--- src/rtl/msi_coh_pkg.sv ---
// Shared types for the three-state snooping controller.
// Assumes two state bits suffice for the Modified/Shared/Invalid encoding.
package msi_coh_pkg;

    typedef enum logic [1:0] {
        LN_INV = 2'd0,
        LN_SHR = 2'd1,
        LN_MOD = 2'd2
    } line_state_e;

endpackage

--- src/rtl/msi_line_store.sv ---
// Tag and state registers for every line of the direct-mapped cache.
// Two read ports (processor index, snoop index), one write port.
// Assumes at most one line update per cycle; reset makes every line Invalid.
module msi_line_store
    import msi_coh_pkg::*;
#(
    parameter int INDEX_W = 2,
    parameter int TAG_W   = 6
) (
    input  logic                clk,
    input  logic                rst_n,
    input  logic [INDEX_W-1:0]  rd_idx_a,
    output line_state_e         rd_state_a,
    output logic [TAG_W-1:0]    rd_tag_a,
    input  logic [INDEX_W-1:0]  rd_idx_b,
    output line_state_e         rd_state_b,
    output logic [TAG_W-1:0]    rd_tag_b,
    input  logic                wr_en,
    input  logic [INDEX_W-1:0]  wr_idx,
    input  line_state_e         wr_state,
    input  logic [TAG_W-1:0]    wr_tag
);
    localparam int LINES = 1 << INDEX_W;

    line_state_e          state_q [LINES];
    logic [TAG_W-1:0]     tag_q   [LINES];

    for (genvar g = 0; g < LINES; g++) begin : g_line
        // Per-line register: cleared to Invalid on reset, loaded when addressed.
        always_ff @(posedge clk) begin
            if (!rst_n) begin
                state_q[g] <= LN_INV;
                tag_q[g]   <= '0;
            end else if (wr_en && (wr_idx == INDEX_W'(g))) begin
                state_q[g] <= wr_state;
                tag_q[g]   <= wr_tag;
            end
        end
    end

    // Read ports: plain array lookups.
    always_comb begin
        rd_state_a = state_q[rd_idx_a];
        rd_tag_a   = tag_q[rd_idx_a];
        rd_state_b = state_q[rd_idx_b];
        rd_tag_b   = tag_q[rd_idx_b];
    end

endmodule

--- src/rtl/msi_snoop_ctl.sv ---
// Snoop response logic for one line lookup.
// Decides flush and next state for a snooped read or read-exclusive.
// Assumes the caller only applies the update when the snoop is valid.
module msi_snoop_ctl
    import msi_coh_pkg::*;
#(
    parameter int TAG_W = 6
) (
    input  logic              snp_valid,
    input  logic              snp_excl,
    input  logic [TAG_W-1:0]  snp_tag,
    input  line_state_e       line_state,
    input  logic [TAG_W-1:0]  line_tag,
    output logic              flush,
    output logic              upd_en,
    output line_state_e       upd_state
);
    logic hit;

    // Snoop outcome: Modified flushes, exclusive snoops invalidate.
    always_comb begin
        hit       = snp_valid && (line_state != LN_INV) && (line_tag == snp_tag);
        flush     = 1'b0;
        upd_en    = 1'b0;
        upd_state = line_state;
        if (hit) begin
            if (line_state == LN_MOD) begin
                flush     = 1'b1;
                upd_en    = 1'b1;
                upd_state = snp_excl ? LN_INV : LN_SHR;
            end else if (snp_excl) begin
                upd_en    = 1'b1;
                upd_state = LN_INV;
            end
        end
    end

endmodule

--- src/rtl/msi_cpu_ctl.sv ---
// Processor-side decision for one line lookup.
// Chooses between silent hit, upgrade, dirty-victim eviction and miss request.
// Assumes the bus is atomic, so a request completes the access in its cycle.
module msi_cpu_ctl
    import msi_coh_pkg::*;
#(
    parameter int TAG_W = 6
) (
    input  logic              cpu_act,
    input  logic              cpu_write,
    input  logic [TAG_W-1:0]  cpu_tag,
    input  line_state_e       line_state,
    input  logic [TAG_W-1:0]  line_tag,
    output logic              done,
    output logic              req_valid,
    output logic              req_excl,
    output logic              evict,
    output logic              upd_en,
    output line_state_e       upd_state,
    output logic [TAG_W-1:0]  upd_tag
);
    logic hit;

    // Access outcome for the current processor request.
    always_comb begin
        hit       = (line_state != LN_INV) && (line_tag == cpu_tag);
        done      = 1'b0;
        req_valid = 1'b0;
        req_excl  = 1'b0;
        evict     = 1'b0;
        upd_en    = 1'b0;
        upd_state = line_state;
        upd_tag   = line_tag;
        if (cpu_act) begin
            if (hit) begin
                done = 1'b1;
                if (cpu_write && line_state == LN_SHR) begin
                    req_valid = 1'b1;
                    req_excl  = 1'b1;
                    upd_en    = 1'b1;
                    upd_state = LN_MOD;
                end
            end else if (line_state == LN_MOD) begin
                evict     = 1'b1;
                upd_en    = 1'b1;
                upd_state = LN_INV;
            end else begin
                done      = 1'b1;
                req_valid = 1'b1;
                req_excl  = cpu_write;
                upd_en    = 1'b1;
                upd_state = cpu_write ? LN_MOD : LN_SHR;
                upd_tag   = cpu_tag;
            end
        end
    end

endmodule

--- src/rtl/msi_snoop_ctrl.sv ---
// Top of the three-state invalidation snooping controller.
// Combines line storage, snoop response and processor decision; a valid
// snoop takes the cycle and the processor access waits. Outputs are
// combinational on current state and inputs, and held at zero in reset.
module msi_snoop_ctrl
    import msi_coh_pkg::*;
#(
    parameter int ADDR_W  = 8,
    parameter int INDEX_W = 2
) (
    input  logic              clk,
    input  logic              rst_n,
    input  logic              cpu_valid,
    input  logic              cpu_write,
    input  logic [ADDR_W-1:0] cpu_addr,
    output logic              cpu_done,
    output logic              bus_req_valid,
    output logic              bus_req_excl,
    output logic [ADDR_W-1:0] bus_req_addr,
    input  logic              snp_valid,
    input  logic              snp_excl,
    input  logic [ADDR_W-1:0] snp_addr,
    output logic              flush_valid,
    output logic [ADDR_W-1:0] flush_addr
);
    localparam int TAG_W = ADDR_W - INDEX_W;

    logic [INDEX_W-1:0] cpu_idx, snp_idx;
    logic [TAG_W-1:0]   cpu_tag, snp_tag;
    line_state_e        cpu_ln_state, snp_ln_state;
    logic [TAG_W-1:0]   cpu_ln_tag, snp_ln_tag;
    logic               snp_act, cpu_act;
    logic               s_flush, s_upd;
    line_state_e        s_state;
    logic               c_done, c_req, c_excl, c_evict, c_upd;
    line_state_e        c_state;
    logic [TAG_W-1:0]   c_tag;
    logic               wr_en;
    logic [INDEX_W-1:0] wr_idx;
    line_state_e        wr_state;
    logic [TAG_W-1:0]   wr_tag;

    // Address split and arbitration: snoop first, nothing while in reset.
    always_comb begin
        cpu_idx = cpu_addr[INDEX_W-1:0];
        cpu_tag = cpu_addr[ADDR_W-1:INDEX_W];
        snp_idx = snp_addr[INDEX_W-1:0];
        snp_tag = snp_addr[ADDR_W-1:INDEX_W];
        snp_act = rst_n && snp_valid;
        cpu_act = rst_n && cpu_valid && !snp_valid;
    end

    msi_line_store #(.INDEX_W(INDEX_W), .TAG_W(TAG_W)) u_store (
        .clk        (clk),
        .rst_n      (rst_n),
        .rd_idx_a   (cpu_idx),
        .rd_state_a (cpu_ln_state),
        .rd_tag_a   (cpu_ln_tag),
        .rd_idx_b   (snp_idx),
        .rd_state_b (snp_ln_state),
        .rd_tag_b   (snp_ln_tag),
        .wr_en      (wr_en),
        .wr_idx     (wr_idx),
        .wr_state   (wr_state),
        .wr_tag     (wr_tag)
    );

    msi_snoop_ctl #(.TAG_W(TAG_W)) u_snoop (
        .snp_valid  (snp_act),
        .snp_excl   (snp_excl),
        .snp_tag    (snp_tag),
        .line_state (snp_ln_state),
        .line_tag   (snp_ln_tag),
        .flush      (s_flush),
        .upd_en     (s_upd),
        .upd_state  (s_state)
    );

    msi_cpu_ctl #(.TAG_W(TAG_W)) u_cpu (
        .cpu_act    (cpu_act),
        .cpu_write  (cpu_write),
        .cpu_tag    (cpu_tag),
        .line_state (cpu_ln_state),
        .line_tag   (cpu_ln_tag),
        .done       (c_done),
        .req_valid  (c_req),
        .req_excl   (c_excl),
        .evict      (c_evict),
        .upd_en     (c_upd),
        .upd_state  (c_state),
        .upd_tag    (c_tag)
    );

    // Single write port: the snoop update wins, else the processor update.
    always_comb begin
        if (s_upd) begin
            wr_en    = 1'b1;
            wr_idx   = snp_idx;
            wr_state = s_state;
            wr_tag   = snp_ln_tag;
        end else begin
            wr_en    = c_upd;
            wr_idx   = cpu_idx;
            wr_state = c_state;
            wr_tag   = c_tag;
        end
    end

    // Output drive: request and flush ports.
    always_comb begin
        cpu_done      = c_done;
        bus_req_valid = c_req;
        bus_req_excl  = c_req && c_excl;
        bus_req_addr  = c_req ? cpu_addr : '0;
        flush_valid   = s_flush || c_evict;
        if (s_flush)      flush_addr = snp_addr;
        else if (c_evict) flush_addr = {cpu_ln_tag, cpu_idx};
        else              flush_addr = '0;
    end

    // A snoop cycle never completes or issues a processor access.
    assert_snoop_stalls_cpu_R9: assert property (@(posedge clk) disable iff (!rst_n)
        snp_valid |-> (!cpu_done && !bus_req_valid));

    // Nothing is driven while reset is held.
    assert_quiet_in_reset_R10: assert property (@(posedge clk)
        !rst_n |-> (!cpu_done && !bus_req_valid && !flush_valid));

    // An eviction flush never shares its cycle with a bus request.
    assert_flush_before_request_R8: assert property (@(posedge clk) disable iff (!rst_n)
        flush_valid |-> !bus_req_valid);

    // A line just taken exclusive is written again silently.
    assert_modified_write_silent_R5: assert property (@(posedge clk) disable iff (!rst_n)
        ($past(bus_req_valid && bus_req_excl) && cpu_valid && cpu_write &&
         !snp_valid && cpu_addr == $past(bus_req_addr))
        |-> (cpu_done && !bus_req_valid));

    // A read-snoop flush leaves the line Shared: a local read then hits.
    assert_flush_to_shared_R6: assert property (@(posedge clk) disable iff (!rst_n)
        ($past(flush_valid && snp_valid && !snp_excl) && cpu_valid && !cpu_write &&
         !snp_valid && cpu_addr == $past(snp_addr))
        |-> (cpu_done && !bus_req_valid));

    // A read-exclusive snoop hit leaves the line Invalid: a local read misses.
    assert_excl_snoop_invalidates_R7: assert property (@(posedge clk) disable iff (!rst_n)
        ($past(flush_valid && snp_valid && snp_excl) && cpu_valid && !cpu_write &&
         !snp_valid && cpu_addr == $past(snp_addr))
        |-> (bus_req_valid && !bus_req_excl));

endmodule

--- config.mk ---
export PLATFORM = sky130hd
export DESIGN_NAME = msi_snoop_ctrl
export DESIGN_NICKNAME = d
export VERILOG_FILES = /design/src/rtl/msi_coh_pkg.sv /design/src/rtl/msi_line_store.sv /design/src/rtl/msi_snoop_ctl.sv /design/src/rtl/msi_cpu_ctl.sv /design/src/rtl/msi_snoop_ctrl.sv
export SDC_FILE = /design/constraint.sdc
export NUM_CORES = 1
export LEC_CHECK = 0
export BUFFER_PORTS_ARGS = -buffer_cell sky130_fd_sc_hd__buf_2
export CAP_MARGIN = 25
export CORE_ASPECT_RATIO = 0.6
export CORE_MARGIN = 8
export CORE_UTILIZATION = 40
export CTS_BUF_LIST = sky130_fd_sc_hd__clkbuf_8
export DETAILED_ROUTE_END_ITERATION = 10
export SYNTH_ARGS = -nofsm -noshare
export SYNTH_HDL_FRONTEND = slang
export SYNTH_SLANG_ARGS = --single-unit
--- constraint.sdc ---
create_clock -name clk -period 3.26 [get_ports clk]
set_input_delay 0.163 -clock clk [delete_from_list [all_inputs] [get_ports clk]]
set_output_delay 0.163 -clock clk [all_outputs]
set_load 0.05 [all_outputs]
==> results of run 1 <==
## cells by family after synthesis
group / Yosys count / synth area share, %
and+or+nand+nor: 62 / 16.2
AOI/OAI and AO/OA: 72 / 20.7
DFF: 32 / 35.9
buffers and inverters: 13 / 3.32
xor gates and xnor gates: 12 / 5.33
muxes: 28 / 18.5
## cell type report
cell class                      instances  area [sq um]
Tap cell                               87           109
Sequential cell                        32           961
Fill cell                             624          3480
Inverter                                3          11.3
Multi-Input combinational cell        174          1630
Clock buffer                            5          68.8
Timing Repair Buffer                   53           295
Clock inverter                          2          8.76
## per-layer routing
metal | global-route usage (%) | vias up | share of wire [%]
met3 | 3.40 | 15 | 9.5
met1 | 26.8 | 1054 | 50
met2 | 21.8 | 103 | 39
met4 | 5.02 | 0 | 1.4
met5 | 0 | - | 0
li1 | - | 998 | -
## sequential cells by signal, summed over array words and instances, names as in the netlist
name and cells:
u_store.tag_q 24, u_store.state_q 8
## layout by cell type (no fill, tap or decap), drive strengths merged, types with 7 or more instances in the layout
master and count:
nand3 7, o22ai 24, a21oi 7, buf 53, xnor2 12, a22o 8
edfxtp 32, o21ai 18, nand2 17, mux4 16, nor2 11, and2 8
## worst paths after layout
kind / start / endpoint / slack, ps
max reg2reg: u_store.tag_q[3][3]$_SDFFCE_PN0P_ / u_store.tag_q[1][3]$_SDFFCE_PN0P_ / 350
max: u_store.tag_q[3][3]$_SDFFCE_PN0P_ / flush_valid / 300
min reg2reg: u_store.state_q[2][1]$_SDFFCE_PN0P_ / u_store.state_q[2][0]$_SDFFCE_PN0P_ / 970
min: cpu_addr[6] / u_store.tag_q[0][4]$_SDFFCE_PN0P_ / 410
## critical path, stage by stage, from the launching register on
cell and delay (ps):
edfxtp_1 450, mux4_2 560, xnor2_1 260, nand4_4 120, buf_4 180, o21ai_0 250, nor2_2 170, or2_2 310
buf_2 210
## power groups by stage
stage                     Sequential [mW]  Clock (mW)  Combinational (mW)
final                               0.491       0.276               0.295
after global routing                0.493       0.298               0.316
after floorplan                     0.488           0               0.211
after detailed placement            0.499           0               0.292
after global placement              0.499           0               0.290
after CTS                           0.490       0.281               0.293
## metrics by stage
step / hold WS, ps / util, % / power [mW]
global route: 415 / 47.0 / 1.11
finish: 408 / 47.0 / 1.06
CTS: 386 / 46.9 / 1.06
global placement: 669 / 45.7 / 0.789
detailed placement: 681 / 45.7 / 0.791
floorplan: 449 / - / 0.699
## what timing repair did
action	in CTS	in global routing
buffers inserted	0	0
resized for setup	0	1
setup endpoints to repair	0	9
hold endpoints to repair	0	0
==> results.md, run 1 <==
- Place WS: around 180 ps
- P_int: 0.728 mW
- Synthesized area: 2680 sq um
- Crit-path max FO: 9
- # DRC: 0
- Share of cells above drive strength 1: about 42%
- Largest net degree at the start of global routing: 25
- Commonest cells post-synth: 32 x edfxtp_1, 24 x o22ai_1, 18 x o21ai_0, 15 x nand2_1, 14 x mux4_2
- P_sw: 0.334 mW
- CTS Buf Count: 5
- Die ar.: 9650 sq um
- Avg Cell Area, Syn: 12.2 sq um
- DP HPWL: roughly 6.3 mm
- CP arrival: 2800 ps
- Unrepaired setup endpoints after global routing: no
- Placed cell area: 3000 sq um
- Vias: 2,170
- Max cap viols: 0
- Count leader, synth: edfxtp_1
- H-Tree Depth: 2
- Final cell count without fillers: around 360
- Initial Util: about two fifths
- R2R depth: 6
- EDFF count, synth: 32
- Antenna-violating nets left: 0
- WL final: 7.99 mm
- Share of total power in the clock network: roughly a quarter
- PD cells: around 340 nW/um^2
- Max frequency: around 340 MHz
- CTS tree: yes
- Distinct cell type count after synthesis: 48
- Dominant cell type by area after synthesis: edfxtp_1
- Vias per inst: between 6 and 7
- Cells after Synth: roughly 220
- CP endpoint kind: output pin
- Crit Path Category: reg2out
- Slew Viols, Final: 0
- VDD IR max: roughly 0.00027 V
- Area grow syn2layout: 15.2%
- Leak: between 1 and 1.5 nW
- Skew-Pair Late Insertion Delay: approximately 280 ps
- Vias in the first global route: 2,019
- Die H: 79.3 um
- Clock-pin slew on the worst setup and hold paths: approximately 60 ps
- Global-route wire length before repair: around 12 mm
- Remaining global-route overflow: 0
- WHS Path Cells: 3
- Combinational power share: 27.8%
- Wirelength per Cell: 22.4 um
- Worst slew margin: 54.8%
- Final setup viols: 0
- Setup Skew: just over 6 ps
- CP required: roughly 3100 ps
- Status: finished, final reports clean
- Antenna cell count: 0
- Pre-antenna DRT Iters: 4
- Die Width: 122 um
- Net Count, Synth: 241
- Seq pwr share: a little under half
- Max clock buf depth: 2
- Yosys top cell area share: between 30% and 40%
- Core box area: approximately 6600 sq um
- PnR worst setup slack: between 200 and 300 ps
- Synth top area cells: edfxtp_1 36%, mux4_2 12%, o22ai_1 5.6%
- Sequential fraction of the synthesis area: a little over a third
- Fraction of registers with async set/reset: 0%
- Clk root buf: clkbuf_8
- Switching portion of total power: 31.4%
- RD Place Congestion: 0.899
- Design Area, Final: 3080 sq um
- Slew @ Worst Pin: roughly 680 ps
- # rows: 23
- Period utilization: 90.9%
- CP Launch Type: register
- I/O pin total: 42
- Final hold vios: 0
- CTS Hold Bufs: 0
- Synth warnings: 0
- DP Cell Count: 349
- Clock sink total: 32
- Initial antenna violation count: 0
- Initial DRC count: ~240
- Hold Path Class: in2reg
- Synth Flop Type: edfxtp_1
- Synthesized flop and latch total: 32
- Final min period: ~3000 ps
- Nets@finish: approximately 290
- Final setup TNS: 0 ps
- GRT Total Usage: 16.9%
- Port buffer count: 41
(Power assumes the default switching activity.)
==> run 2, diff against run 1 <==
CTS_CLUSTER_SIZE = 8   (was not set)
clock period = 3.05 ns   (was 3.26 ns; I/O delays follow)
==> results.md, run 2 (synthesis results as in run 1) <==
- Clock-pin slew on the worst setup and hold paths: ~60 ps
- Largest net degree at the start of global routing: 15
- Delay-heaviest family, CP: simple AND/OR/NAND/NOR gates
- Max cap viols: 0
- VDD IR max: 0.000314 V
- Final min period: 2900 ps
- Status: finished, final reports clean
- Crit path buffers/inverters: 2
- # Post-CTS Setup Buffers: 0
- Final setup viols: 0
- Crit-path slowest cell: mux4_2
- Period utilization: 95.2%
- Die ar.: a little under 10,000 sq um
- Clk root buf: clkbuf_8
- Antenna cell count: 0
- Commonest non-fill, non-tap cell in the layout: buf_2
- Die Width: 122 um
- Largest regs: u_store.tag_q (24), u_store.state_q (8)
- Initial antenna violation count: 0
- Clock sink total: 32
- Commonest non-fill, non-tap cells in the layout: 41 x buf_2, 32 x edfxtp_1, 30 x buf_4
- Largest Register: u_store.tag_q
- Remaining global-route overflow: 0
- Max FFs per register: 24
- Slew @ Worst Pin: about 600 ps
- CP arrival: between 2000 and 3000 ps
- WL final: about 8 mm
- Skew-Pair Late Insertion Delay: between 200 and 300 ps
- Core box area: approximately 6600 sq um
- I/O pin total: 42
- Fin util: 49.1%
- Setup Skew: 6.01 ps
- Crit Path Category: reg2out
- CP endpoint kind: output pin
- CTS tree: yes
- Max frequency: ~340 MHz
- Area grow syn2layout: 20.3%
- H-Tree Depth: 2
- Levels on crit path: 8
- Unrepaired setup endpoints after global routing: no
- Combinational power share: 29.6%
- Worst slew margin: between 50% and 60%
- Crit-path cells: mux4_2 > xnor2_2 > nand4_4 > buf_4 > o21ai_0 > nor2_2 > or2_2 > buf_2
- Vias in the first global route: around 2,100
- Placed cell area: ~3100 sq um
- GRT Total Usage: between 10% and 20%
- Crit-path max FO: 9
- Wirelength per Cell: roughly 22 um
- Design Area, Final: 3220 sq um
- WHS Path Cells: 4
- DP HPWL: around 6.4 mm
- Share of cells above drive strength 1: a little under half
- Hold Path Class: in2reg
- Global-route wire length before repair: 12.3 mm
- Nets@finish: approximately 310
- Max clock buf depth: 2
- # DRC: 0
- CP required: 2900 ps
- Slew Viols, Final: 0
- Final setup TNS: 0 ps
- R2R depth: 6
- Place WS: between 100 and 150 ps
- CP Launch Type: register
- Switching portion of total power: 30.8%
- # rows: 23
- Antenna-violating nets left: 0
- P_int: around 0.8 mW
- PnR worst setup slack: approximately 150 ps
- Initial DRC count: 275
- CTS Buf Count: 5
- Port buffer count: a little over 40
- Seq pwr share: 45.7%
- Die H: around 80 um
- Pre-antenna DRT Iters: 6
- Final hold vios: 0
- P_sw: about 0.35 mW
- Initial Util: between 40% and 50%
- Share of total power in the clock network: about a quarter
- Leak: 1.24 nW
- Vias: between 2,000 and 2,500
- Slowest stage delay, CP: around 570 ps
- Vias per inst: a little over 6
- PD cells: roughly 360 nW/um^2
- RD Place Congestion: between 0.8 and 0.9
-- run 2: cell types whose count changed in the layout (fill, tap and decap cells not counted) --
cell / change
xnor2_2: +1
xnor2_1: -1
a21oi_2: +1
clkinv_2: -1
buf_4: +18
a21oi_1: -1
inv_1: -1
-- run 2: layout make-up --
cell class              count  area, sq um
well taps                  87          109
fillers                   605         3340
flip-flops and latches     32          961
inverters                   3         11.3
repair buffers             71          430
multi-input cells         174         1640
clock buffers               5         68.8
-- run 2: worst paths after layout --
kind | startpoint | endpoint | slack [ps]
worst max-delay path | u_store.tag_q[3][4]$_SDFFCE_PN0P_ | flush_valid | 150
worst min-delay path | cpu_write | u_store.state_q[0][1]$_SDFFCE_PN0P_ | 460
worst max register to register | u_store.tag_q[3][0]$_SDFFCE_PN0P_ | u_store.tag_q[2][5]$_SDFFCE_PN0P_ | 260
worst min register to register | u_store.tag_q[0][5]$_SDFFCE_PN0P_ | u_store.tag_q[2][5]$_SDFFCE_PN0P_ | 950
-- run 2: per-stage QoR --
step                hold WS, ps  total power, mW  std cells
floorplan                   439            0.748        219
global placement            742            0.866        367
detailed placement          759            0.869        367
CTS                         467             1.15        372
global route                494             1.19        372
finish                      461             1.15        372
-- run 2: per-layer routing --
layer	vias to the layer above	global-route usage [%]	wire length, um
met1	1114	26.5	3820
met2	146	21.4	3100
met4	0	3.18	31
li1	1032	-	-
met5	-	0	0
met3	4	4.25	1070
-- run 2: timing repair --
item	CTS	global route
hold buffers	0	0
setup endpoints to repair	9	1
resized for setup	1	1
pin swaps	0	0
-- run 2: power groups by stage --
stage	Sequential, mW	Clock (mW)	Combinational, mW
after floorplan	0.522	0	0.226
after global placement	0.532	0	0.334
after detailed placement	0.533	0	0.336
after CTS	0.524	0.286	0.337
after global routing	0.527	0.302	0.365
final	0.525	0.284	0.341
-- run 2: worst register-to-register path, stage by stage, from the launching register on --
cell	delay, ps
edfxtp_1	450
mux4_2	600
xnor2_2	170
nand2_2	100
or3b_1	560
nand4b_4	190
nand3_1	350
